File: config.mk
export PLATFORM = sky130hd
export DESIGN_NAME = evdd_eval
export DESIGN_NICKNAME = d
export VERILOG_FILES = /design/src/rtl/evdd_pkg.sv /design/src/rtl/evdd_edge_rom.sv /design/src/rtl/evdd_addr_gen.sv /design/src/rtl/evdd_weight_acc.sv /design/src/rtl/evdd_eval.sv
export SDC_FILE = /design/constraint.sdc
export NUM_CORES = 1
export LEC_CHECK = 0
export BUFFER_PORTS_ARGS = -buffer_cell sky130_fd_sc_hd__buf_4
export CORE_ASPECT_RATIO = 0.8
export CORE_UTILIZATION = 50
export DETAILED_ROUTE_END_ITERATION = 7
export PLACE_DENSITY = 0.71
export REMOVE_ABC_BUFFERS = 1
export SLEW_MARGIN = 40
export SYNTH_ARGS = -nofsm -noshare
export SYNTH_HDL_FRONTEND = slang
export SYNTH_SLANG_ARGS = --single-unit
File: constraint.sdc
create_clock -name clk -period 2.4 [get_ports clk]
set_input_delay 0.48 -clock clk [delete_from_list [all_inputs] [get_ports clk]]
set_output_delay 0.48 -clock clk [all_outputs]
set_load 0.005 [all_outputs]
File: src/rtl/evdd_pkg.sv
package evdd_pkg;
    localparam int OP_W       = 2;
    localparam int IN_W       = 2 * OP_W;
    localparam int WIN_W      = 3;
    localparam int ADDR_W     = 4;
    localparam int SHIFT_W    = 2;
    localparam int WEIGHT_W   = 4;
    localparam int SUM_W      = 6;
    localparam int EDGE_DEPTH = 10;

    typedef struct packed {
        logic [ADDR_W-1:0]          node;
        logic [SHIFT_W-1:0]         shift;
        logic [WIN_W-1:0]           mask;
        logic signed [WEIGHT_W-1:0] weight;
    } edge_rec_t;

    typedef enum logic {ST_IDLE, ST_WALK} walk_state_e;

    function automatic edge_rec_t mk_edge(int node, int sh, int msk, int w);
        edge_rec_t r;
        r.node   = ADDR_W'(node);
        r.shift  = SHIFT_W'(sh);
        r.mask   = WIN_W'(msk);
        r.weight = WEIGHT_W'(w);
        return r;
    endfunction

    // Rounded 2-D norm of two 2-bit operands; root at 0, y0 node at 8.
    function automatic edge_rec_t [EDGE_DEPTH-1:0] norm_table();
        edge_rec_t [EDGE_DEPTH-1:0] t;
        t[0] = mk_edge(8, 1, 1, 0);
        t[1] = mk_edge(8, 1, 1, 2);
        t[2] = mk_edge(0, 0, 0, 1);
        t[3] = mk_edge(8, 1, 1, 2);
        t[4] = mk_edge(0, 0, 0, 2);
        t[5] = mk_edge(8, 1, 1, 3);
        t[6] = mk_edge(0, 0, 0, 3);
        t[7] = mk_edge(0, 0, 0, 4);
        t[8] = mk_edge(0, 0, 0, 0);
        t[9] = mk_edge(0, 0, 0, 1);
        return t;
    endfunction

    localparam edge_rec_t [EDGE_DEPTH-1:0] NORM_TABLE = norm_table();
endpackage

File: src/rtl/evdd_edge_rom.sv
module evdd_edge_rom
    import evdd_pkg::*;
#(
    parameter int        DEPTH = EDGE_DEPTH,
    parameter edge_rec_t [DEPTH-1:0] TABLE = NORM_TABLE
) (
    input  logic              clk,
    input  logic              rst,
    input  logic              rd_en,
    input  logic [ADDR_W-1:0] rd_addr,
    output edge_rec_t         rec_q
);
    always_ff @(posedge clk) begin
        if (rst) begin
            rec_q <= '0;
        end else if (rd_en) begin
            if (int'(rd_addr) < DEPTH) rec_q <= TABLE[rd_addr];
            else                       rec_q <= '0;
        end
    end
endmodule

File: src/rtl/evdd_addr_gen.sv
module evdd_addr_gen
    import evdd_pkg::*;
#(
    parameter int W_IN  = IN_W,
    parameter int W_WIN = WIN_W
) (
    input  logic [W_IN-1:0]    word_in,
    input  logic [SHIFT_W-1:0] shift,
    input  logic [W_WIN-1:0]   mask,
    input  logic [ADDR_W-1:0]  node,
    output logic [W_IN-1:0]    word_out,
    output logic [ADDR_W-1:0]  edge_addr
);
    logic [W_WIN-1:0] window;

    always_comb begin
        word_out  = word_in << shift;
        window    = word_out[W_IN-1 -: W_WIN];
        edge_addr = node + ADDR_W'(window & mask);
    end
endmodule

File: src/rtl/evdd_weight_acc.sv
module evdd_weight_acc
    import evdd_pkg::*;
#(
    parameter int W_SUM = SUM_W
) (
    input  logic                       clk,
    input  logic                       rst,
    input  logic                       clear,
    input  logic                       add_en,
    input  logic signed [WEIGHT_W-1:0] weight,
    output logic signed [W_SUM-1:0]    sum_q,
    output logic signed [W_SUM-1:0]    sum_next
);
    localparam int EXT_W = W_SUM - WEIGHT_W;

    always_comb sum_next = sum_q + {{EXT_W{weight[WEIGHT_W-1]}}, weight};

    always_ff @(posedge clk) begin
        if (rst || clear) sum_q <= '0;
        else if (add_en)  sum_q <= sum_next;
    end
endmodule

File: src/rtl/evdd_eval.sv
module evdd_eval
    import evdd_pkg::*;
#(
    parameter int        DEPTH  = EDGE_DEPTH,
    parameter int        RES_W  = SUM_W,
    parameter edge_rec_t [DEPTH-1:0] EDGE_TABLE = NORM_TABLE
) (
    input  logic                    clk,
    input  logic                    rst,
    input  logic                    start,
    input  logic [OP_W-1:0]         op_x,
    input  logic [OP_W-1:0]         op_y,
    output logic                    done,
    output logic signed [RES_W-1:0] result
);
    walk_state_e       state;
    edge_rec_t         rec;
    logic [IN_W-1:0]   word_q, ag_word_in, ag_word_out;
    logic [SHIFT_W-1:0] ag_shift;
    logic [WIN_W-1:0]  ag_mask;
    logic [ADDR_W-1:0] ag_node, ag_addr;
    logic              busy, accept, at_term, rd_en;
    logic signed [RES_W-1:0] sum_q, sum_next;

    always_comb begin
        busy       = (state == ST_WALK);
        accept     = !busy && start;
        at_term    = busy && (rec.mask == '0);
        rd_en      = accept || (busy && !at_term);
        ag_word_in = busy ? word_q   : {op_x, op_y};
        ag_shift   = busy ? rec.shift : '0;
        ag_mask    = busy ? rec.mask  : '1;
        ag_node    = busy ? rec.node  : '0;
    end

    evdd_addr_gen #(.W_IN(IN_W), .W_WIN(WIN_W)) u_addr (
        .word_in  (ag_word_in),
        .shift    (ag_shift),
        .mask     (ag_mask),
        .node     (ag_node),
        .word_out (ag_word_out),
        .edge_addr(ag_addr)
    );

    evdd_edge_rom #(.DEPTH(DEPTH), .TABLE(EDGE_TABLE)) u_rom (
        .clk    (clk),
        .rst    (rst),
        .rd_en  (rd_en),
        .rd_addr(ag_addr),
        .rec_q  (rec)
    );

    evdd_weight_acc #(.W_SUM(RES_W)) u_acc (
        .clk     (clk),
        .rst     (rst),
        .clear   (accept),
        .add_en  (busy && !at_term),
        .weight  (rec.weight),
        .sum_q   (sum_q),
        .sum_next(sum_next)
    );

    always_ff @(posedge clk) begin
        if (rst) begin
            state  <= ST_IDLE;
            word_q <= '0;
            result <= '0;
            done   <= 1'b0;
        end else begin
            done <= at_term;
            if (accept) begin
                state  <= ST_WALK;
                word_q <= ag_word_out;
            end else if (busy) begin
                if (at_term) begin
                    state  <= ST_IDLE;
                    result <= sum_next;
                end else begin
                    word_q <= ag_word_out;
                end
            end
        end
    end
endmodule

==> run metrics <==
vias 818; die height 42.6 µm; most frequent cells in the layout dfxtp_1 (21), nand2_1 (14), nor2_1 (14); Post-Syn Instances approximately 120; Post-Syn Area 1030 µm²; TritonCTS clock tree built; Netlist cell types 32; max cap viols 0; row count 14; clock tree buffer depth 2; Logic pwr share 13.4%; detailed placement HPWL 1470 µm; crit path time final 2.10 ns; Avg Inst Size Synth 8.80 µm²; WL met1 between 1000 and 1500 µm; layout cells sized above 1 14.5%; Layout area overhead 13.0%; Placement Setup Slack 0.320 ns; clock power share 26.7%; Post-DRT Antenna Nets 0; startpoint types flip-flop; PnR worst setup slack between 0.3 and 0.4 ns; sum of negative setup slack 0 ns; Hold WC Path Type input pin to flip-flop; gr usage total 21.2%; fill count 167; worst vdd ir 0.436 mV; max layer used met4; initial drt markers 17; Worst-Margin Slew 0.623 ns; clock skew 0.00511 ns; clock sinks 21; WL met3 123 µm; clock root buffer clkbuf_4; Max Freq 477 MHz; CTS hold repair buffers 0; post-synthesis sequential area ratio 40.8%; Hold Vio Cnt, Final 0; gpl congestion 0.895; #FFs+latches synth 21; Critical Path RT roughly 2.6 ns; Slew Limit Headroom 58.2%; status completed; clk_lat worst skew 0.30 ns; Die Area 2250 µm²; Reg clk slew, reported paths between 0.1 and 0.15 ns; NumNets Final 148; drt first pass iters 4; gr ovfl total 0; vias in the first global route 707; P_leak 0.478 nW; die width about 53 µm; Antenna diodes 0; final max-slew violation count 0; Finished Layout Cells 155; commonest non-fill, non-tap cell in the layout dfxtp_1; Register Area 420 µm²; WL/cell 12.4 µm; crit path kind flip-flop to flip-flop; initial core utilization 53.9%; Flop pwr share 59.8%; setup violators final 0; CP max FO 10; DP Cell Count 151; unrepaired setup endpoints after global routing no; drt total wl 1920 µm; multi-input logic area 574 µm²; DRC violations left 0; largest net degree at the start of global routing 15; Syn. warnings 0; WP data arrival 2.30 ns; routed wl met2 780 µm; crit path capture type flip-flop; WHS 0.442 ns; number of I/O port buffers 13; fin crit share 87.3%; Net Switching 0.161 mW; setup bufs post-CTS 0; vias per cell 5.28; Core Area 1910 µm²; first-pass GRT wire length 3380 µm; Switching Share 25.8%; internal power 0.465 mW; H-tree Lvls 1; IO Pins 14; initial antenna violation count 0; TritonCTS Buffers 3; post-CTS resize count 0; PwrDens 538 nW/µm²
==> synth_stat cells (all sizes together) <==
cell type  instances  area share (%)
dfxtp             21              41
nand2             15             5.7
nor2              14             5.1
a21oi             11             5.7
ha                 8             9.7
a211oi             6             4.4
inv                4             1.5
nand2b             4             2.4
nor2b              4             2.4
xnor2              4             3.4
nand3              3             1.5
nor3               3             1.5
buf                2             1.6
o21ai              2            0.97
xor2               2             1.7
a21o               1            0.73
a22o               1            0.85
a22oi              1            0.73
and2               1            0.61
and2b              1            0.73
clkbuf             1            0.36
fa                 1             1.9
nor4               1             1.2
o2111ai            1            0.85
o221ai             1            0.85
o22ai              1            0.61
o311ai             1            0.85
o31ai              1            0.73
or3                1            0.61
==> registers in the layout, indices dropped and copies added, names as in the netlist <==
signal	cells
result	6
u_acc.sum_q	6
u_rom.rec_q	4
word_q	3
busy	1
done	1
==> logic make-up after synthesis <==
kind of cell | Yosys count | share of synthesized area [%]
flip-flops | 21 | 40.8
AND/OR/NAND/NOR | 47 | 21.7
buffers and inverters | 7 | 3.40
AO/OA/AOI/OAI | 27 | 17.3
XOR/XNOR | 6 | 5.10
adder cells (fa/ha/maj) | 9 | 11.7
==> power by group through the flow <==
stage	Sequential (mW)	Clock (mW)	Combinational, mW
6_report	0.375	0.167	0.0842
3_5_place_dp	0.383	0	0.0839
3_3_place_gp	0.382	0	0.0827
4_1_cts	0.375	0.175	0.0843
5_1_grt	0.378	0.194	0.0959
2_1_floorplan	0.381	0	0.0502
==> path summary, 6_finish.rpt <==
kind	from	slack [ns]	end	cells past startpoint
worst max-delay path	busy	0.30	u_rom.rec_q[0]	8
worst min-delay path	op_y[0]	0.44	word_q[0]	3
worst max register to register	busy	0.30	u_rom.rec_q[0]	8
worst min register to register	result[1]	0.47	result[1]	2
==> per-layer routing <==
metal  track usage (%)  vias up
li1                  -      429
met1              33.0      364
met2              28.1       23
met3              7.61        2
met4              3.16        0
met5                 0        -
==> worst max-delay path, stage by stage, from the launching register on <==
cell and delay, ns:
dfxtp_1 0.40, and2_1 0.32, a21oi_1 0.36, inv_1 0.14, ha_1 0.30, nand2b_1 0.13, a22o_1 0.19, o31ai_1 0.06
a21oi_1 0.10
==> final cells by class <==
type                    instances  share of cell area [%]
clock buffers                   4                    2.26
inverters                       4                    1.29
multi-input cells              89                    49.4
flip-flops and latches         21                    36.1
well taps                      24                    2.58
repair buffers                 13                    8.39
==> stage by stage <==
stage	area, µm²	power [mW]	utilization, %
after floorplan	1010	0.431	-
after global placement	1140	0.465	59.6
after global routing	1160	0.667	60.9
final	1160	0.627	60.9
after detailed placement	1140	0.467	59.6
after CTS	1160	0.635	60.9
No activity file was read; power rests on OpenSTA's default activity.
